==> src/rtl/mref_pkg.sv <==
package mref_pkg;
    localparam int WORD_W  = 12;
    localparam int FIELD_W = 3;
    localparam int OFFS_W  = 7;
    localparam int OPC_W   = 3;
    localparam int ADDR_W  = WORD_W + FIELD_W;
    localparam int PAGE_W  = WORD_W - OFFS_W;
    localparam int IND_BIT  = WORD_W - OPC_W - 1;
    localparam int PAGE_BIT = WORD_W - OPC_W - 2;

    typedef logic [WORD_W-1:0] word_t;
    typedef logic [ADDR_W-1:0] addr_t;

    typedef enum logic [OPC_W-1:0] {
        OP_AND = 3'd0,
        OP_TAD = 3'd1,
        OP_ISZ = 3'd2,
        OP_DCA = 3'd3,
        OP_JMS = 3'd4,
        OP_JMP = 3'd5
    } op_e;

    typedef enum logic [2:0] {
        ST_IDLE,
        ST_IND,
        ST_OPL,
        ST_STO,
        ST_FIN
    } st_e;

    typedef struct packed {
        word_t acc;
        logic  link;
        word_t mem;
        logic  zero;
    } alu_res_t;

    // Advance the in-field part of an address; the field is never touched.
    function automatic addr_t bump(addr_t a, word_t n);
        word_t low;
        low = a[WORD_W-1:0] + n;
        return {a[ADDR_W-1:WORD_W], low};
    endfunction

    function automatic logic handled(logic [OPC_W-1:0] opc);
        return opc <= OP_JMP;
    endfunction

    // Step that follows once the final address is known.
    function automatic st_e after_addr(op_e op);
        case (op)
            OP_AND, OP_TAD, OP_ISZ: return ST_OPL;
            OP_DCA, OP_JMS:         return ST_STO;
            default:                return ST_FIN;
        endcase
    endfunction
endpackage

==> src/rtl/mref_addr_gen.sv <==
module mref_addr_gen
    import mref_pkg::*;
(
    input  addr_t pc,
    input  word_t instr,
    output addr_t direct
);
    logic [PAGE_W-1:0] page;

    always_comb begin
        page   = instr[PAGE_BIT] ? pc[WORD_W-1:OFFS_W] : {PAGE_W{1'b0}};
        direct = {pc[ADDR_W-1:WORD_W], page, instr[OFFS_W-1:0]};
    end
endmodule

==> src/rtl/mref_alu.sv <==
module mref_alu
    import mref_pkg::*;
(
    input  op_e      op,
    input  word_t    acc,
    input  logic     link,
    input  word_t    mdata,
    output alu_res_t res
);
    logic [WORD_W:0] sum;

    always_comb begin
        sum      = {1'b0, acc} + {1'b0, mdata};
        res.acc  = acc;
        res.link = link;
        res.mem  = mdata + word_t'(1);
        res.zero = (res.mem == '0);
        case (op)
            OP_AND: res.acc = acc & mdata;
            OP_TAD: begin
                res.acc  = sum[WORD_W-1:0];
                res.link = link ^ sum[WORD_W];
            end
            default: ;
        endcase
    end
endmodule

==> src/rtl/mref_exec_unit.sv <==
module mref_exec_unit
    import mref_pkg::*;
(
    input  logic        clk,
    input  logic        rst,
    input  logic        start,
    input  logic [11:0] instr,
    input  logic [14:0] pc_in,
    input  logic [11:0] acc_in,
    input  logic        link_in,
    output logic        not_mine,
    output logic        busy,
    output logic        mem_req,
    output logic        mem_we,
    output logic [14:0] mem_addr,
    output logic [11:0] mem_wdata,
    input  logic        mem_ack,
    input  logic [11:0] mem_rdata,
    output logic        done,
    output logic [11:0] acc_out,
    output logic        link_out,
    output logic [14:0] next_pc
);
    st_e      st;
    op_e      op_r;
    addr_t    ea_r, npc_r, direct;
    word_t    acc_r, data_r;
    logic     link_r, skip_r;
    alu_res_t alu;
    logic [OPC_W-1:0] opc;

    assign opc = instr[WORD_W-1:WORD_W-OPC_W];

    mref_addr_gen u_addr (
        .pc     (pc_in),
        .instr  (instr),
        .direct (direct)
    );

    mref_alu u_alu (
        .op    (op_r),
        .acc   (acc_r),
        .link  (link_r),
        .mdata (mem_rdata),
        .res   (alu)
    );

    always_ff @(posedge clk) begin
        if (rst) begin
            st     <= ST_IDLE;
            op_r   <= OP_AND;
            ea_r   <= '0;
            npc_r  <= '0;
            acc_r  <= '0;
            data_r <= '0;
            link_r <= 1'b0;
            skip_r <= 1'b0;
        end else begin
            case (st)
                ST_IDLE: if (start && handled(opc)) begin
                    op_r   <= op_e'(opc);
                    acc_r  <= acc_in;
                    link_r <= link_in;
                    npc_r  <= bump(pc_in, word_t'(1));
                    skip_r <= 1'b0;
                    ea_r   <= direct;
                    st     <= instr[IND_BIT] ? ST_IND : after_addr(op_e'(opc));
                end
                ST_IND: if (mem_ack) begin
                    ea_r <= {ea_r[ADDR_W-1:WORD_W], mem_rdata};
                    st   <= after_addr(op_r);
                end
                ST_OPL: if (mem_ack) begin
                    acc_r  <= alu.acc;
                    link_r <= alu.link;
                    data_r <= alu.mem;
                    skip_r <= alu.zero;
                    st     <= (op_r == OP_ISZ) ? ST_STO : ST_FIN;
                end
                ST_STO: if (mem_ack) begin
                    if (op_r == OP_DCA) acc_r <= '0;
                    st <= ST_FIN;
                end
                default: st <= ST_IDLE;
            endcase
        end
    end

    always_comb begin
        case (op_r)
            OP_ISZ:  mem_wdata = data_r;
            OP_DCA:  mem_wdata = acc_r;
            OP_JMS:  mem_wdata = npc_r[WORD_W-1:0];
            default: mem_wdata = '0;
        endcase
        case (op_r)
            OP_JMP:  next_pc = ea_r;
            OP_JMS:  next_pc = bump(ea_r, word_t'(1));
            OP_ISZ:  next_pc = skip_r ? bump(npc_r, word_t'(1)) : npc_r;
            default: next_pc = npc_r;
        endcase
    end

    assign mem_req  = (st == ST_IND) || (st == ST_OPL) || (st == ST_STO);
    assign mem_we   = (st == ST_STO);
    assign mem_addr = ea_r;
    assign done     = (st == ST_FIN);
    assign busy     = (st != ST_IDLE);
    assign not_mine = start && !handled(opc);
    assign acc_out  = acc_r;
    assign link_out = link_r;

    a_r10_req_hold: assert property (@(posedge clk) disable iff (rst)
        mem_req && !mem_ack |=> mem_req && $stable(mem_addr) && $stable(mem_we) && $stable(mem_wdata));

    a_r10_write_is_request: assert property (@(posedge clk) disable iff (rst)
        mem_we |-> mem_req);

    a_r11_done_pulse: assert property (@(posedge clk) disable iff (rst)
        done |=> !done);

    a_r9_foreign_stays_idle: assert property (@(posedge clk) disable iff (rst)
        start && not_mine && !busy |=> !busy && !mem_req);

    a_r6_deposit_clears: assert property (@(posedge clk) disable iff (rst)
        done && op_r == OP_DCA |-> acc_out == '0);

    a_r11_field_kept: assert property (@(posedge clk) disable iff (rst)
        done |-> next_pc[ADDR_W-1:WORD_W] == npc_r[ADDR_W-1:WORD_W]);
endmodule

==> config.mk <==
export PLATFORM = sky130hd
export DESIGN_NAME = mref_exec_unit
export DESIGN_NICKNAME = d
export VERILOG_FILES = /design/src/rtl/mref_pkg.sv /design/src/rtl/mref_addr_gen.sv /design/src/rtl/mref_alu.sv /design/src/rtl/mref_exec_unit.sv
export SDC_FILE = /design/constraint.sdc
export NUM_CORES = 1
export LEC_CHECK = 0
export ABC_AREA = 1
export BUFFER_PORTS_ARGS = -buffer_cell sky130_fd_sc_hd__buf_2
export CAP_MARGIN = 10
export CORE_MARGIN = 3
export CORE_UTILIZATION = 45
export CTS_CLUSTER_DIAMETER = 80
export DETAILED_ROUTE_END_ITERATION = 6
export MAX_ROUTING_LAYER = met4
export PLACE_DENSITY = 0.68
export SETUP_SLACK_MARGIN = 0.5
export SLEW_MARGIN = 20
export SYNTH_ARGS = -nofsm -noshare
export SYNTH_HDL_FRONTEND = slang
export SYNTH_HIERARCHICAL = 1
export SYNTH_SLANG_ARGS = --single-unit
==> constraint.sdc <==
create_clock -name clk -period 2.4 [get_ports clk]
set_input_delay 0.12 -clock clk [delete_from_list [all_inputs] [get_ports clk]]
set_output_delay 0.12 -clock clk [all_outputs]
set_load 0.05 [all_outputs]
* Word level (Yosys, flattened, before mapping) *
Cells that the tools add are included.

storage, ports and cells
  bits in registers = 62
  input bits = 56
  output and inout port bits = 60
  logic and storage cells = 92

operators by class
  $add $sub $neg = 5
  order comparisons = 1
  eq/ne operators = 20
  mux-type cells = 29
  bitwise operators = 3
  reduce and logical (&&, ||, !) cells = 25

operators by type and width
  kind                     count
  $mux W12                 6
  $pmux W12 S3             2
  $add A12 B1 Y12 const B  4
  $pmux W15 S3             1
  $pmux W15 S2             1
  $pmux W12 S2             1
  $eq A3 B2 Y1 const B     6
  $mux W3                  6
  $mux W15                 1
  $add A12 B12 Y13         1
  $and A12 B12 Y12         1
  $eq A3 B3 Y1 const B     4
  $logic_not A12 Y1        1
  $pmux W3 S2              2
  $pmux W3 S4              1
  $eq A3 B1 Y1 const B     3
  $logic_not A3 Y1         3
  $reduce_and A3 Y1        3
  $reduce_and A4 Y1        2
  $ne A2 B1 Y1 const B     3
  $ne A2 B2 Y1 const B     3
  $reduce_and A6 Y1        1
  $reduce_bool A3 Y1       2
  $reduce_or A3 Y1         2
  13 further kinds         23

* Logic depth before layout (Yosys ltp) *
Gate-level depths: netlist of run 1.

  depth after elaboration = 6
  mapped depth = 15
  mapped depth without buffers = 15

* By module *
The synthesis of run 1 kept the hierarchy.

modules (own cells, without submodules)
  module          times used  cells an instance  area each (um^2)  sequential area each (um^2)
  mref_exec_unit  1           681                4092.7            1241.2
  mref_alu        1           265                1295.0            0.0
  mref_addr_gen   1           20                 112.6             0.0

* Least setup slack after synthesis of run 1 *
No wires, ideal clock.

  path type = flip-flop to output port
  from = register op_r[1]
  to = output next_pc[0]
  arrival time = 2.465 ns
  required time = 2.280 ns
  path slack = -0.185 ns
  cell stages (with the launch flop) = 4
  path buffers = 1
  cells stage by stage = dfxtp_1 clkbuf_2 nand3_2 o311ai_0

on the way
  longest elaborated chain between the ends = 2
  elaborated cells between the ends (all ways) = 4
  those cells by class = eq/ne (3); mux (1)

RTL lines
  element                                       line                  source
  start, declared                               mref_exec_unit.sv:25  op_e op_r;
  start signal, assigned                        mref_exec_unit.sv:61  op_r <= op_e'(opc);
  $eq A3 B2 Y1 or $eq A3 B3 Y1 (tied branches)  mref_exec_unit.sv:96  case (op_r)
  $pmux W15 S3 *                                mref_exec_unit.sv:96
  end, declared                                 mref_exec_unit.sv:22  output logic [14:0] next_pc

Mark *: on every way between the ends. The rest lies on a longest branch, timed or not.

==> key figures, run 1 <==
STA
  • Setup violators final: 0
  • Least-Margin Pin Slew: 918 ps
  • Final Hold Fails: 0
  • Final setup margin: approximately 420 ps
  • RSZ-0062 raised after global routing: true
  • Setup Skew: approximately 6.7 ps
  • Highest clock rate: 0.506 GHz
  • Fin crit period: 1980 ps
  • Fin Hold WS: 48.2 ps
  • Slew Limit Fails: 0
  • Final critical-path share of the clock period: about 82%
  • Slew headroom: about 39%
  • Setup_tns: 0 ps

Worst setup path
  • Crit-path max FO: 5
  • Endpoint class of the critical path: flop
  • CP arrival: 2240 ps
  • Critical Path RT: between 2000 and 3000 ps
  • Crit path launch type: flop
  • Setup CP Type: reg2reg

Clocking
  • CTS Sinks: 62
  • H-tree levels: 3
  • Cts bufs inserted: 9
  • Clock Tree Root: clkbuf_16
  • CTS tree: done
  • Clock Latency Late Sink: 330 ps
  • Hold buffer count at CTS: 0
  • Clk buf depth: 2
  • Clk slew on worst S/H paths: roughly 60 ps

Routing
  • First drt pass iteration count: 5
  • DR vias/cell: 5.40
  • Total wire length: 19300 µm
  • # DRC: 0
  • WL/cell: roughly 16 µm
  • Antenna-violating nets left: 0
  • 1st-iter DRT viols: between 500 and 600
  • Routed via count: ~6700

Synth
  • Yosys cell types: between 40 and 50
  • Area leader, netlist: dfxtp_1
  • Top FF cell, synth: dfxtp_1
  • Post-synthesis cell count: 966
  • Yosys reg bits: 62
  • Post-synthesis cell area: ~0.0055 mm²
  • Syn nets: around 1000
  • Synth area leaders: dfxtp_1 23%, nand2_1 23%, inv_1 7.9%, nor2_1 7.5%, nand3_1 6.9%
  • Yosys top cell area share: between 20% and 30%
  • FFs w/ async S/R, synth: 0%
  • Synth Area per Inst: 5.69 µm²
  • Synth cell count leaders: 330 x nand2_1, 116 x inv_1, 110 x nor2_1, 76 x nand3_1, 62 x dfxtp_1
  • Post-synth EDFFs: 0
  • Register area share after synthesis: 22.6%
  • Most common cell in the netlist: nand2_1
  • Warnings from Yosys: 6

Global route
  • Antenna violations before repair: 0
  • Grt ovf: 0
  • Vias in the first global route: 5703
  • Gr usage total: 28.4%
  • Largest net degree at the start of global routing: 34
  • Global-route wire length before repair: 29300 µm

Flow run
  • Max-cap violations: 0

Min path
  • Hold crit path type: in2reg

Die
  • # IOs: between 100 and 150
  • Core Region: 0.0117 mm²
  • Die Area: 0.0136 mm²
  • Die width: around 120 µm
  • Die height: ~120 µm
  • Starting Density: 47.2%
  • Row count: 39

Layout
  • Antenna cells: 0
  • Multi-input gate area: 0.00402 mm²
  • FF+latch area: 0.00131 mm²
  • Fraction of layout cells with a size suffix above 1: 27.5%
  • Nets: 1158
  • Syn-to-layout area delta: 32.9%
  • Layout fillers: 1108

Pwr
  • Max IR drop VDD: between 0.001 and 0.0015 V
  • PwrDens: 1200 mW/mm²
  • Static leakage: 3.60 nW

Place
  • Post-DP HPWL: around 14000 µm
  • Dpl ws: a little under 400 ps
  • Gp weighted congestion: 1.01
  • PortBufs: ~120

Outcome
  • Status: completed
## kinds of logic after synthesis
kind of cell / after synthesis / share of synthesized area [%]
buffers and inverters: 167 / 12.8
AND/OR/NAND/NOR: 588 / 46.5
adder cells (fa/ha/maj): 17 / 4.00
flip-flops: 62 / 22.6
AO/OA/AOI/OAI: 126 / 13.2
XOR/XNOR: 6 / 0.956
## metal layers
metal / routed length, µm / global-route usage, % / share of wire [%]
met5: 0 / - / 0
met2: 8920 / 44.2 / 46
met4: 354 / 8.10 / 1.8
met3: 1510 / 4.04 / 7.8
met1: 8500 / 38.5 / 44
## cell type report
class,instances,share of cell area (%)
Timing Repair inverter,1,0.103
Sequential cell,62,17.9
Timing Repair Buffer,148,13.3
Multi-Input combinational cell,737,55.0
Tap cell,143,2.45
Inverter,126,6.83
Clock buffer,9,3.08
Clock inverter,7,1.32
## report_power, final
group          switching (mW)  leakage (nW)  internal (mW)
clock network           0.502         0.160          0.914
logic                    3.67          2.92           1.72
registers               0.534         0.524           1.43
total                    4.70          3.60           4.07
## stage by stage
step                cells  util [%]  power [mW]  area (µm²)
CTS                  1220      58.6        8.26        6830
finish               1233      62.7        8.77        7310
global placement     1194      52.8        6.50        6160
detailed placement   1194      52.8        6.53        6160
global route         1233      62.7        9.38        7310
floorplan             966         -        5.40        5540
## sequential cells by signal, summed over array words and instances, names as in the netlist
name      count
acc_out      12
data_r       12
link_out      1
mem_addr     15
npc_r        15
op_r          3
skip_r        1
st            3
## critical path: stages (launching register included)
cell and delay, ps:
dfxtp_4 370, ha_4 170, fa_2 360, nand3_2 100
nand3_4 80, buf_4 150, nand2_1 50, nand2_1 60
a21oi_1 110, o21ai_1 70, nand2_1 60, nand2_1 50
nand2_1 60, nand3b_1 100, nand2_1 50, nor2_1 80
## cell usage in the layout (no fill, tap or decap), types with 3 or more instances in the layout
master,n
a21oi_1,37
buf_12,3
buf_2,91
buf_4,38
buf_6,12
clkbuf_16,9
clkbuf_4,3
dfxtp_1,32
dfxtp_2,18
dfxtp_4,12
ha_1,3
ha_4,13
inv_1,107
inv_2,11
inv_4,6
nand2_1,320
nand2_2,14
nand2_4,3
nand3_1,65
nand3_2,8
nand3_4,6
nand3b_1,15
nand4_1,24
nor2_1,100
nor2_2,3
nor2_4,13
nor3_1,6
o211ai_1,6
o21ai_0,55
o21ai_1,6
o221ai_2,9
or2_2,5
xnor2_1,3
xor2_1,3
## worst paths after layout
kind	end	depth (start not counted)	slack (ps)	start
setup / recovery	acc_out[8]	15	420	acc_out[0]
hold / removal	mem_addr[13]	3	50	pc_in[13]
setup reg to reg	acc_out[8]	15	420	acc_out[0]
hold reg to reg	data_r[0]	2	460	data_r[0]
## what timing repair did
| item | in CTS | in global routing |
|---|---|---|
| buffers inserted | 9 | 13 |
| resized for setup | 82 | 86 |
| endpoints found under the setup margin | 32 | 57 |
| gates cloned | 1 | 0 |
| pin swaps | 3 | 23 |
No activity file was read; power rests on OpenSTA's default activity.
==> run 2, diff against run 1 <==
- clock period: 2.4 -> 2 ns (I/O delays scaled with it)
==> key figures, run 2 (synthesized netlist as in run 1, its figures left out) <==
Worst setup path
  • Worst path cell trace: clkinv_4, nor3_4, buf_6, buf_12, nand2_4, or2_4, nand4_1, buf_6
  • Largest stage delay, worst path: 360 ps (about the same)
  • R2R Path End: acc_out[2]
  • Cell mode on critical path: buf_6
  • Buffers & Inverters on Critical Path: 4 (+3)
  • Slowest CP cell: dfxtp_2
  • Total stage count of the critical path: 8 (-7)
  • Critical Path Sink: next_pc[7]
  • R2r setup slk: 110 ps (-310 ps)
  • Worst Reg-to-Reg Cells: 11 (-4)
  • Crit-path max FO: 5 (unchanged)
  • Critical Path Source: op_r[2]
  • Crit path max-delay family: buffers and inverters
  • Critical Path RT: 1900 ps (-770 ps)
  • Crit path launch type: flop
  • CP arrival: 1800 ps (-440 ps)
  • R2R Path Start: acc_out[0]
  • Endpoint class of the critical path: primary output
  • Setup CP Type: reg2out

Die
  • Die Area: 0.0136 mm² (unchanged)
  • # IOs: 116 (unchanged)
  • Starting Density: 47.2% (unchanged)
  • Row count: 39 (unchanged)
  • Die width: 117 µm (unchanged)
  • Die height: 117 µm (unchanged)
  • Core Region: 0.0117 mm² (unchanged)

Global route
  • Global-route wire length before repair: 31600 µm (+7.9%)
  • Gr usage total: 30.9% (+2.5 points)
  • Antenna violations before repair: 0 (unchanged)
  • Largest net degree at the start of global routing: 45 (+32%)
  • Grt ovf: 0 (unchanged)
  • Vias in the first global route: 5950 (+4.3%)

Clocking
  • Clock Tree Root: clkbuf_16
  • Hold buffer count at CTS: 0 (unchanged)
  • Clk slew on worst S/H paths: 60 ps (about the same)
  • CTS Sinks: 62 (unchanged)
  • Cts bufs inserted: 9 (unchanged)
  • H-tree levels: 3 (unchanged)
  • Clk buf depth: 2 (unchanged)
  • Clock Latency Late Sink: 340 ps (about the same)
  • CTS tree: done

Place
  • Gp weighted congestion: 1.00 (-0.28%)
  • Post-DP HPWL: 15000 µm (+4.3%)
  • Post-Place Cells: 1201 (+0.59%)
  • PortBufs: 115 (unchanged)

STA
  • Fin Hold WS: 19.8 ps (-28.3 ps)
  • Slew headroom: 72.6% (+34 points)
  • Setup violators final: 0 (unchanged)
  • Setup Skew: 4.60 ps (-2.14 ps)
  • Least-Margin Pin Slew: 410 ps (-508 ps)
  • Slew Limit Fails: 0 (unchanged)
  • RSZ-0062 raised after global routing: true
  • Setup_tns: 0 ps (unchanged)
  • Fin crit period: 1900 ps
  • Highest clock rate: 0.526 GHz
  • Final Hold Fails: 0 (unchanged)
  • Final critical-path share of the clock period: 95.0%

Routing
  • # DRC: 0 (unchanged)
  • Total wire length: 22000 µm (+14%)
  • DR vias/cell: 5.40 (about the same)
  • 1st-iter DRT viols: 677 (+18%)
  • Routed via count: 6922 (+4.0%)
  • First drt pass iteration count: 5 (unchanged)
  • WL/cell: 17.1 µm (+9.6%)
  • Antenna-violating nets left: 0 (unchanged)

Layout
  • Final core occ: 72.1% (+9.4 points)
  • Antenna cells: 0 (unchanged)
  • Fraction of layout cells with a size suffix above 1: 35.9% (+8.4 points)
  • Layout fillers: 961 (-13%)
  • Most frequent cells in the layout: 299 x nand2_1, 101 x inv_1, 96 x nor2_1
  • Nets: 1208 (+4.3%)
  • Syn-to-layout area delta: 52.8%
  • Most common cell after layout, fill and taps aside: nand2_1
  • Finished Layout Cells: 1283 (+4.1%)

Pwr
  • Static leakage: 4.03 nW (+12%)
  • PwrDens: 1450 mW/mm² (+21%)
  • Max IR drop VDD: 0.00143 V (+39%)
  • Pwr Total: 12.2 mW (+39%)

Outcome
  • Status: completed

Min path
  • Hold crit path type: in2reg
  • Hold Startpoint: pc_in[12]

Flow run
  • Max-cap violations: 0 (unchanged)
[run 2: power by group]
part	total (mW)	switching, mW	internal, mW
registers	2.41	0.641	1.77
clock network	1.71	0.613	1.09
logic	8.05	5.12	2.94
[run 2: worst min path at each step]
stage                              end  depth (start not counted)
after floorplan               npc_r[0]                          1
after global routing          npc_r[0]                          2
after detailed placement      npc_r[0]                          2
after global placement        npc_r[0]                          2
final                     mem_addr[12]                          3
after CTS                 mem_addr[13]                          3
[run 2: cell type report]
cell class / instances / area, µm² / area share (%)
Inverter: 126 / 527 / 6.27
Timing Repair inverter: 3 / 20.0 / 0.238
Clock inverter: 7 / 97.6 / 1.16
Multi-Input combinational cell: 737 / 4440 / 52.8
Clock buffer: 9 / 225 / 2.68
Sequential cell: 62 / 1360 / 16.1
Timing Repair Buffer: 196 / 1560 / 18.6
Tap cell: 143 / 179 / 2.13
[run 2: metal layers]
| metal | GRT usage (%) | wire length, µm | vias up |
|---|---|---|---|
| met5 | - | 0 | - |
| met4 | 9.25 | 709 | 0 |
| met3 | 5.18 | 1360 | 54 |
| met2 | 48.2 | 10500 | 264 |
| met1 | 41.2 | 9440 | 3155 |
| li1 | - | - | 3449 |
[run 2: worst register-to-register path: stages, from the launching register on]
cell and delay, ps:
dfxtp_4 350, ha_4 160, fa_2 360, buf_4 150, or2_4 220, nand3_2 70, o211ai_1 110, nand2_1 90
nand2_1 40, nand3b_1 140, nand2_1 60, nor2_1 30
[run 2: through the flow]
step / setup WS [ps] / area (µm²)
floorplan: 163 / 5970
global placement: 125 / 6620
detailed placement: 108 / 6620
CTS: 109 / 7920
global route: 1.60 / 8410
finish: 99.4 / 8410
[run 2: repair_timing]
| item | in CTS | in global routing |
|---|---|---|
| setup endpoints to repair | 84 | 74 |
| cloned | 4 | 2 |
| buffers inserted | 40 | 20 |
| resized for setup | 147 | 82 |
| pin swaps | 47 | 42 |
